$ cat config.mk
export PLATFORM = sky130hd
export DESIGN_NAME = sd_walker
export DESIGN_NICKNAME = d
export VERILOG_FILES = /design/src/rtl/sd_walker.sv
export SDC_FILE = /design/constraint.sdc
export NUM_CORES = 1
export LEC_CHECK = 0
export BUFFER_PORTS_ARGS = -buffer_cell sky130_fd_sc_hd__clkbuf_2
export CAP_MARGIN = 0
export CELL_PAD_IN_SITES_DETAIL_PLACEMENT = 0
export CELL_PAD_IN_SITES_GLOBAL_PLACEMENT = 1
export CORE_MARGIN = 2
export CORE_UTILIZATION = 35
export CTS_BUF_LIST = sky130_fd_sc_hd__clkbuf_4 sky130_fd_sc_hd__clkbuf_8
export CTS_CLUSTER_DIAMETER = 200
export DETAILED_ROUTE_END_ITERATION = 10
export PLACE_DENSITY = 0.79
export SETUP_SLACK_MARGIN = 0.05
export SLEW_MARGIN = 20
export SYNTH_ARGS = -nofsm -noshare
export SYNTH_HDL_FRONTEND = slang
export SYNTH_SLANG_ARGS = --single-unit
$ cat constraint.sdc
create_clock -name clk -period 1.7 [get_ports clk]
set_input_delay 0.255 -clock clk [delete_from_list [all_inputs] [get_ports clk]]
set_output_delay 0.255 -clock clk [all_outputs]
set_load 0.02 [all_outputs]
$ cat src/rtl/sd_walker.sv
module sd_walker #(
  parameter int CONT_LOG2 = 4
) (
  input  logic        clk,
  input  logic        rst_n,
  input  logic        req_valid,
  output logic        req_ready,
  input  logic [31:0] req_va,
  input  logic [31:0] req_base,
  output logic        mem_req_valid,
  input  logic        mem_req_ready,
  output logic [31:0] mem_req_addr,
  input  logic        mem_rsp_valid,
  input  logic [31:0] mem_rsp_data,
  output logic        res_valid,
  input  logic        res_ready,
  output logic [31:0] res_pa,
  output logic        res_fault,
  output logic        res_fault_l2,
  output logic        res_ro,
  output logic        res_unpriv,
  output logic        res_xn,
  output logic        res_device,
  output logic        res_cache,
  output logic [1:0]  res_size
);
  localparam logic [31:0] ONES     = '1;
  localparam logic [31:0] M_SMALL  = ONES << 12;
  localparam logic [31:0] M_LARGE  = ONES << (12 + CONT_LOG2);
  localparam logic [31:0] M_SECT   = ONES << 20;
  localparam logic [31:0] M_SUPER  = ONES << (20 + CONT_LOG2);

  typedef enum logic [2:0] {IDLE, L1_REQ, L1_WAIT, L2_REQ, L2_WAIT, DONE} st_t;

  st_t         st;
  logic [31:0] va_q, base_q, desc_q;
  logic        lvl2_q, flt_q;

  always_ff @(posedge clk) begin
    if (!rst_n) begin
      st     <= IDLE;
      va_q   <= '0;
      base_q <= '0;
      desc_q <= '0;
      lvl2_q <= 1'b0;
      flt_q  <= 1'b0;
    end else begin
      case (st)
        IDLE: if (req_valid) begin
          va_q   <= req_va;
          base_q <= req_base;
          st     <= L1_REQ;
        end
        L1_REQ: if (mem_req_ready) st <= L1_WAIT;
        L1_WAIT: if (mem_rsp_valid) begin
          desc_q <= mem_rsp_data;
          lvl2_q <= 1'b0;
          flt_q  <= (mem_rsp_data[1:0] == 2'b00);
          st     <= (mem_rsp_data[1:0] == 2'b01) ? L2_REQ : DONE;
        end
        L2_REQ: if (mem_req_ready) st <= L2_WAIT;
        L2_WAIT: if (mem_rsp_valid) begin
          desc_q <= mem_rsp_data;
          lvl2_q <= 1'b1;
          flt_q  <= (mem_rsp_data[1:0] == 2'b00);
          st     <= DONE;
        end
        DONE: if (res_ready) st <= IDLE;
        default: st <= IDLE;
      endcase
    end
  end

  assign req_ready     = (st == IDLE);
  assign mem_req_valid = (st == L1_REQ) || (st == L2_REQ);
  assign mem_req_addr  = (st == L2_REQ) ? {desc_q[31:10], va_q[19:12], 2'b00}
                                        : {base_q[31:14], va_q[31:20], 2'b00};
  assign res_valid     = (st == DONE);

  logic        is_large, is_super, xn, ok;
  logic [7:0]  attr;
  logic [2:0]  tex;
  logic [31:0] mask;

  assign is_large = lvl2_q & ~desc_q[1];
  assign is_super = ~lvl2_q & desc_q[18];
  assign attr     = lvl2_q ? desc_q[11:4] : desc_q[17:10];
  assign tex      = is_large ? desc_q[14:12] : attr[4:2];
  assign xn       = lvl2_q ? (desc_q[1] ? desc_q[0] : desc_q[15]) : desc_q[4];
  assign mask     = lvl2_q ? (is_large ? M_LARGE : M_SMALL) : (is_super ? M_SUPER : M_SECT);
  assign ok       = ~flt_q;

  assign res_fault    = flt_q;
  assign res_fault_l2 = flt_q & lvl2_q;
  assign res_pa       = ok ? ((desc_q & mask) | (va_q & ~mask)) : '0;
  assign res_ro       = ok & attr[5];
  assign res_unpriv   = ok & attr[1];
  assign res_xn       = ok & xn;
  assign res_device   = ok & (tex == 3'b000);
  assign res_cache    = ok & (tex != 3'b000) & desc_q[3];
  assign res_size     = ok ? {~lvl2_q, lvl2_q ? is_large : is_super} : 2'b00;

  a_r1_idle_quiet: assert property (@(posedge clk) disable iff (!rst_n)
    req_ready |-> (!mem_req_valid && !res_valid));

  a_r11_mem_hold: assert property (@(posedge clk) disable iff (!rst_n)
    (mem_req_valid && !mem_req_ready) |=> (mem_req_valid && $stable(mem_req_addr)));

  a_r11_res_hold: assert property (@(posedge clk) disable iff (!rst_n)
    (res_valid && !res_ready) |=> (res_valid && $stable(res_pa) && $stable(res_fault)
                                   && $stable(res_size) && $stable(res_xn)));

  a_r12_fault_zero: assert property (@(posedge clk) disable iff (!rst_n)
    (res_valid && res_fault) |-> (res_pa == 32'h0 && !res_xn && !res_ro && !res_unpriv
                                  && !res_device && !res_cache && res_size == 2'b00));

  a_r4_offset_kept: assert property (@(posedge clk) disable iff (!rst_n)
    (res_valid && !res_fault) |-> (res_pa[11:0] == va_q[11:0]));

  a_r10_type_excl: assert property (@(posedge clk) disable iff (!rst_n)
    res_valid |-> !(res_device && res_cache));
endmodule

After elaboration in Yosys (flattened, before gate mapping)
Cells that the tools add are included.
{"block": "totals", "register_bits": 101, "in_bits": 102}
{"block": "classes", "n_eq_ne": 12, "n_mux": 22, "bitwise_logic": 16, "reduce_logical": 11}
{"operator": "32-bit bitwise AND", "n": 2}
{"operator": "32-bit two-way mux", "n": 2}
{"operator": "24-bit two-way mux", "n": 2}
{"operator": "32-bit inverter", "n": 1}
{"operator": "32-bit bitwise OR", "n": 1}
{"operator": "3-bit two-way mux", "n": 8}
{"operator": "3-bit case mux with 6 select lines", "n": 1}
{"operator": "16-bit two-way mux", "n": 1}
{"operator": "2-bit != test, second input constant", "n": 5}
{"operator": "1-bit bitwise AND", "n": 9}
{"operator": "3-bit by 2-bit == test with 1-bit output, second input constant", "n": 2}
{"operator": "3-bit == test, second input constant", "n": 2}
{"operator": "3-bit logical NOT", "n": 2}
{"operator": "6-bit two-way mux", "n": 1}
{"operator": "6-bit AND reduction", "n": 1}
{"operator": "1-bit two-way mux", "n": 5}
{"operator": "2-bit AND reduction", "n": 2}
{"operator": "3-bit by 1-bit == test with 1-bit output, second input constant", "n": 1}
{"operator": "1-bit inverter", "n": 3}
{"operator": "3-bit AND reduction", "n": 1}
{"operator": "3-bit nonzero test", "n": 1}
{"operator": "2-bit by 1-bit == test with 1-bit output, second input constant", "n": 1}
{"operator": "2-bit logical NOT", "n": 1}
{"operator": "2-bit two-way mux", "n": 1}
{"operator": "5 further kinds", "n": 5}

Logic depth before layout (Yosys ltp)
Gate-level depths: netlist of the first run.
{"block": "logic_depth", "word_depth": 8, "mapped_depth": 5, "ltp_nobuf": 4}

Least setup slack after synthesis of the first run
Ideal clock, no wire load.
{"block": "synth_timing", "kind": "register to output", "startpoint": "register lvl2_q", "endpoint": "output port res_device", "arrival_ns": 1.424, "required_time_ns": 1.445, "setup_slack_ns": 0.021, "path_stages_with_launch": 5, "path_buffers": 1, "cell_sequence": "dfxtp_1 buf_2 nand2_1 or4_1 a21oi_1"}
{"block": "synth_between", "elab_chain_len": 4, "word_cells_on_any_way": 5, "classes_between": "2 x mux; 2 x bitwise; 1 x reduce/logical"}
{"item": "start: declaration", "line_no": "37", "text": "logic lvl2_q, flt_q;"}
{"item": "start signal: assignment", "line_no": "45", "text": "lvl2_q <= 1'b0;"}
{"item": "start signal: assignment", "line_no": "57", "text": "lvl2_q <= 1'b0;"}
{"item": "start signal: assignment", "line_no": "64", "text": "lvl2_q <= 1'b1;"}
{"item": "6-bit two-way mux or 1-bit bitwise AND (tied branches)", "line_no": "87, 85"}
{"item": "3-bit two-way mux (*)", "line_no": "88", "text": "assign tex = is_large ? desc_q[14:12] : attr[4:2];"}
{"item": "3-bit logical NOT (*)", "line_no": "99", "text": "assign res_device = ok & (tex == 3'b000);"}
{"item": "1-bit bitwise AND (*)", "line_no": "99"}
{"item": "end: declaration", "line_no": "23", "text": "output logic res_device,"}
Every way passes the cells marked *; elsewhere a longest branch is shown, timed or not.

Worst setup path after layout of the first run
{"block": "layout_timing", "startpoint": "register st[2]", "endpoint": "output port mem_req_addr[28]"}
{"block": "layout_between", "elab_chain_len": 2}
{"item": "start: declaration", "line_no": "35", "text": "st_t st;"}
{"item": "start signal: assignment", "line_no": "59", "text": "st <= (mem_rsp_data[1:0] == 2'b01) ? L2_REQ : DONE;"}
{"item": "3-bit by 2-bit == test with 1-bit output", "line_no": "76", "text": "assign mem_req_addr = (st == L2_REQ) ? {desc_q[31:10], va_q[19:12], 2'b00}"}
{"item": "32-bit two-way mux", "line_no": "76"}
{"item": "end: declaration", "line_no": "12", "text": "output logic [31:0] mem_req_addr,"}
Every way passes these cells.

==> results of run 1 <==
==> cell usage after synthesis, drive strengths merged <==
| cell type | number | area share, % |
|---|---|---|
| a21boi | 51 | 9.0 |
| nand2 | 172 | 15 |
| nand2b | 4 | 0.59 |
| xor2 | 1 | 0.21 |
| a211oi | 2 | 0.35 |
| xnor2 | 1 | 0.21 |
| mux2 | 30 | 7.9 |
| nor3b | 2 | 0.35 |
| or4 | 1 | 0.18 |
| a31oi | 1 | 0.15 |
| inv | 3 | 0.26 |
| or3b | 1 | 0.21 |
| dfxtp | 86 | 40 |
| conb | 1 | 0.088 |
| or4b | 1 | 0.24 |
| or2 | 1 | 0.15 |
| and4b | 1 | 0.24 |
| mux2i | 44 | 10 |
| o21ai | 5 | 0.59 |
| a21oi | 9 | 1.1 |
| a22oi | 1 | 0.18 |
| and3 | 1 | 0.15 |
| clkbuf | 18 | 1.6 |
| nor2b | 22 | 3.2 |
| nor4b | 1 | 0.56 |
| nand3 | 4 | 0.47 |
| a211o | 1 | 0.21 |
| and2 | 1 | 0.15 |
| nor2 | 16 | 1.5 |
| buf | 25 | 3.9 |
| nor3 | 2 | 0.24 |
==> through the flow <==
step	cells	hold WS, ns	instance area [sq um]	setup slack, ns
6_report	820	0.115	6060	-0.252
5_1_grt	820	0.0979	6060	-0.316
4_1_cts	821	0.0982	5980	-0.273
3_5_place_dp	795	0.442	5260	-0.0121
3_3_place_gp	795	0.437	5260	0.00449
2_1_floorplan	510	0.390	4270	0.0654
==> critical path, cell delays in order (launching register included) <==
cell	delay [ns]
dfxtp_2	0.34
nand2b_4	0.13
inv_4	0.05
nand2_8	0.07
buf_12	0.12
buf_16	0.14
mux2_2	0.36
buf_6	0.14
==> worst max-delay path by stage <==
stage	endpoint	slack [ns]	depth (start not counted)
5_1_grt	mem_req_addr[24]	-0.32	7
3_5_place_dp	mem_req_addr[13]	-0.01	6
2_1_floorplan	mem_req_addr[10]	0.07	5
6_report	mem_req_addr[28]	-0.25	7
3_3_place_gp	mem_req_addr[5]	0.004	6
4_1_cts	mem_req_addr[4]	-0.27	7
==> state kept, by name, summed over array words and instances, names as in the netlist <==
signal and cells:
base_q 18, res_fault 1, desc_q 31, va_q 32
st 3, lvl2_q 1
==> kinds of logic after synthesis <==
| logic type | Yosys count | share of synthesized area, % |
|---|---|---|
| AND/OR/NAND/NOR | 230 | 23.4 |
| other | 1 | 0.0882 |
| buffers and inverters | 46 | 5.80 |
| flip-flops | 86 | 40.5 |
| XOR/XNOR | 2 | 0.412 |
| AO/OA/AOI/OAI | 70 | 11.5 |
| multiplexers | 74 | 18.3 |
==> routing by layer <==
| metal | wire length, um | share of wire (%) |
|---|---|---|
| met1 | 5940 | 47 |
| met2 | 5900 | 47 |
| met3 | 480 | 3.8 |
| met4 | 218 | 1.7 |
| met5 | 0 | 0 |
==> final cells by class <==
class                      count  share of cell area [%]
sequential                    86                    28.7
timing repair buffer         190                    24.3
inverter                       3                   0.227
clock inverter                 5                   0.929
clock buffer                  11                    2.50
multi-input combinational    378                    40.4
tap                          147                    3.03
==> timing repair <==
item | 4_1_cts | 5_1_grt
setup buffers | 7 | 2
cloned | 4 | 0
pin swaps | 6 | 5
setup endpoints to repair | 44 | 99
gates resized for setup | 95 | 73
==> power groups by stage <==
stage / Sequential (mW) / Clock (mW) / Combinational [mW]
6_report: 2.21 / 1.50 / 1.13
5_1_grt: 2.23 / 1.65 / 1.22
4_1_cts: 2.21 / 1.54 / 1.09
3_5_place_dp: 2.25 / 0 / 0.954
3_3_place_gp: 2.24 / 0 / 0.945
2_1_floorplan: 2.22 / 0 / 0.632
==> results.toml, run 1 <==
[cells_and_area]
layout_commonest_cell = "nand2_1"
nNetsFinal = 770
layout_common_cells = "nand2_1 (170), clkbuf_2 (111), dfxtp_1 (79)"
seq_area_sq_mm = 0.00174
multiInputGateArea_sq_mm = 0.00245
fin_util_pct = 50.9
syn_to_final_growth_pct = 42.5
fillerInstances = 1127
layout-drive-gt1-share_pct = 38.8
antenna_cells = 0

[logic_synthesis]
syn-cell-area_sq_mm = 0.00425
yosys_warnings = 0
seq_area_frac_synth_pct = 40.5
yosysUniqueCellTypes = 37
synth-seq-cells = 86
synth_cells = 509
syn_avg_cell_area_sq_um = 8.36

[setup_path]
cp_max_fo = 7
startpoint_type = "flip-flop"
required_ns = 1.44
timing.rr.end = "base_q[29]"
worstSetupEndpointType = "primary output"
worstPathArrival_ns = 1.70
reg2regPathDepth = 5
critPathKind = "flip-flop to primary output"
reg2reg_slack_ns = -0.01
crit_start = "st[2]"
r2r_start = "st[2]"

[floorplanning]
io_pins = 178
coreArea_sq_mm = 0.0119
rows = 40
dieArea_sq_mm = 0.0130
dieWidth_um = 114
die_y_um = 114
start_util_pct = 35.7

[sta]
rsz0062_at_grt = "yes"
timing.final.hold_violations = 0
skew_ns = 0.0129
fmax_mhz = 512
fin_crit_sh_pct = 115
period_minus_slack_ns = 1.95
fin_ws_ns = -0.252
setup_viol = 45
fin_setup_tns_ns = -6.55
drv_slew = 0

[power]
switching_share_pct = 29.0
internal_power_mw = 3.43
power.leakage_nw = 2.74
clockPowerShare_pct = 31.0
finalPower_mw = 4.83
ir_drop_mv = 0.320
power_density_mw_per_mm2 = 797
pwr-share-seq_pct = 45.7
p_sw_mw = 1.40
power_frac_comb_pct = 23.3

[place]
place_hpwl_mm = 8.74
portBuffers = 160
gp_congestion = 0.825

[global_routing]
grt_overflow_total = 0
antenna_found_initial = 0
grt.met1_usage_pct = 26.2
grt_pass1_vias = 3765
grtUsageMet2_pct = 31.7
grt_pass1_wl_mm = 19.7
grt.busiest_layer = "met2"
grt_max_degree = 45
track_usage_pct = 19.4
met3_usage_pct = 2.96

[detailed_routing]
first_iter_violations = 176
route.detailed.wl_per_inst_um = 15.3
vias = 3933
routed_wl_mm = 12.5
dr.pass1.iters = 4
drc = 0
ant_nets = 0
via_per_inst = 4.80

[clock_tree]
clkTransAtPathRegs_ns = 0.09
cts_buffers = 9
clk_latency_ns = 0.35
cts_htree_levels = 3
clock-sinks = 86
root_buffer = "clkbuf_8"
cts-hold-fix-buffers = 0
cts_tree = "built"
clockBufferDepth = 2

[min_path]
worstHoldStart = "req_base[15]"
hold_depth = 3
hold_end = "base_q[15]"
hold_class = "input pin to flip-flop"

[job]
cap_viol_max_count = 0

[status]
status = "finished, violations left"
violations = "setup timing"
No activity file was read; power rests on OpenSTA's default activity.
==> run 2: changes to the inputs <==
RECOVER_POWER = 100   (was not set)
==> run 2 against run 1 <==
The flow still finishes with violations (setup timing). Via count is essentially flat. Die area is the same. Count of clock-buffer cells in the layout is the same. Cell area is essentially flat. Sequential share of layout area is essentially flat. Largest cell class unchanged.
==> results.toml, run 2 (synthesized netlist as in run 1, its figures left out) <==
[cells_and_area]
fin_util_pct = 50.9
fillerInstances = 1129
largest_reg_flops = 32
nNetsFinal = 770
antenna_cells = 0
layout_commonest_cell = "nand2_1"
layout_common_cells = "nand2_1 (170), clkbuf_2 (111), dfxtp_1 (79)"
largest-register = "va_q"
layout-drive-gt1-share_pct = 38.6
reg_top3 = "va_q x32, desc_q x31, base_q x18"
syn_to_final_growth_pct = 42.4

[setup_path]
required_ns = 1.44
critical_path.top_delay_family = "buffers and inverters"
critPathKind = "flip-flop to primary output"
cp_max_fo = 7
worstPathArrival_ns = 1.70
critPathMaxStageDelay_ns = 0.36
worstSetupEndpointType = "primary output"
startpoint_type = "flip-flop"
cp_slowest_cell = "mux2_2"
crit_buf_inv = 4
crit_chain = "nand2b_4 -> inv_4 -> nand2_8 -> buf_12 -> buf_16 -> mux2_2 -> buf_6"

[sta]
timing.final.hold_violations = 0
fin_crit_sh_pct = 115
fmax_mhz = 513
drv_slew = 0
fin_ws_ns = -0.250
rsz0062_at_grt = "yes"
skew_ns = 0.0134
relSlewSlack_pct = 64.5
fin_setup_tns_ns = -6.59
whs_ns = 0.115
period_minus_slack_ns = 1.95
tightest_slew_ns = 0.533
setup_viol = 39

[floorplanning]
dieWidth_um = 114
coreArea_sq_mm = 0.0119
dieArea_sq_mm = 0.0130
io_pins = 178
die_y_um = 114
start_util_pct = 35.7
rows = 40

[min_path]
hold_class = "input pin to flip-flop"

[detailed_routing]
first_iter_violations = 177
drc = 0
ant_nets = 0
vias = 3930
routed_wl_mm = 12.5
via_per_inst = 4.79
route.detailed.wl_per_inst_um = 15.3
dr.pass1.iters = 4

[global_routing]
antenna_found_initial = 0
grt_overflow_total = 0
grt_pass1_vias = 3765
track_usage_pct = 19.4
grt_max_degree = 45
grt_pass1_wl_mm = 19.7

[place]
dp_slack_ns = -0.0121
portBuffers = 160
place_hpwl_mm = 8.74
gp_congestion = 0.825

[clock_tree]
cts-hold-fix-buffers = 0
cts_tree = "built"
clkTransAtPathRegs_ns = 0.09
cts_buffers = 9
clockBufferDepth = 2
root_buffer = "clkbuf_8"
clock-sinks = 86
cts_htree_levels = 3
clk_latency_ns = 0.35

[power]
power_density_mw_per_mm2 = 797
power.leakage_nw = 2.73
ir_drop_mv = 0.320

[status]
status = "finished, violations left"
violations = "setup timing"

[job]
cap_viol_max_count = 0
run 2: cell types whose count changed in the layout (fill, tap and decap cells not counted):
cell	change
clkbuf_1	+1
buf_4	-1
run 2: worst reg2reg max path, delay by kind of cell, from the launching register on:
family                 cells  cell delay [ns]
AND/OR/NAND/NOR            2             0.84
buffers and inverters      2             0.35
flip-flops                 1             0.33
AO/OA/AOI/OAI              1             0.07
run 2: where the power goes:
part	leakage [nW]	switching (mW)	total, mW	internal (mW)
clock	0.106	0.739	1.50	0.760
combinational	1.92	0.580	1.12	0.543
sequential	0.705	0.0803	2.21	2.13
run 2: per-layer routing:
layer,vias up,wire (um),GRT usage [%]
met4,0,218,6.83
met2,93,5930,31.7
met3,14,495,2.96
li1,1982,-,-
met5,-,0,0
met1,1841,5900,26.2
run 2: final timing paths:
kind	start	slack, ns	depth (start not counted)	to
worst max-delay path	st[2]	-0.25	7	mem_req_addr[28]
worst min register to register	va_q[0]	0.45	2	va_q[0]
worst min-delay path	req_base[15]	0.12	3	base_q[15]
worst max register to register	st[2]	0	5	base_q[29]
run 2: area by class of cell:
type	count	area, sq um	share of cell area (%)
Tap cell	147	184	3.04
Timing Repair Buffer	190	1470	24.2
Clock buffer	11	151	2.50
Sequential cell	86	1740	28.7
Clock inverter	5	56.3	0.930
Multi-Input combinational cell	378	2450	40.4
Inverter	3	13.8	0.227
run 2: per-stage QoR:
step	std cells	instance area [sq um]	total power, mW
after floorplan	510	4270	2.86
after global placement	795	5260	3.19
after detailed placement	795	5260	3.21
after CTS	821	5980	4.84
after global routing	820	6060	5.09
final	820	6060	4.83
run 2: repair_timing:
action                     in CTS  in global routing
pin swaps                       6                  5
cloned                          4                  0
setup buffers                   7                  2
setup endpoints to repair      44                 99
gates resized for setup        95                 73
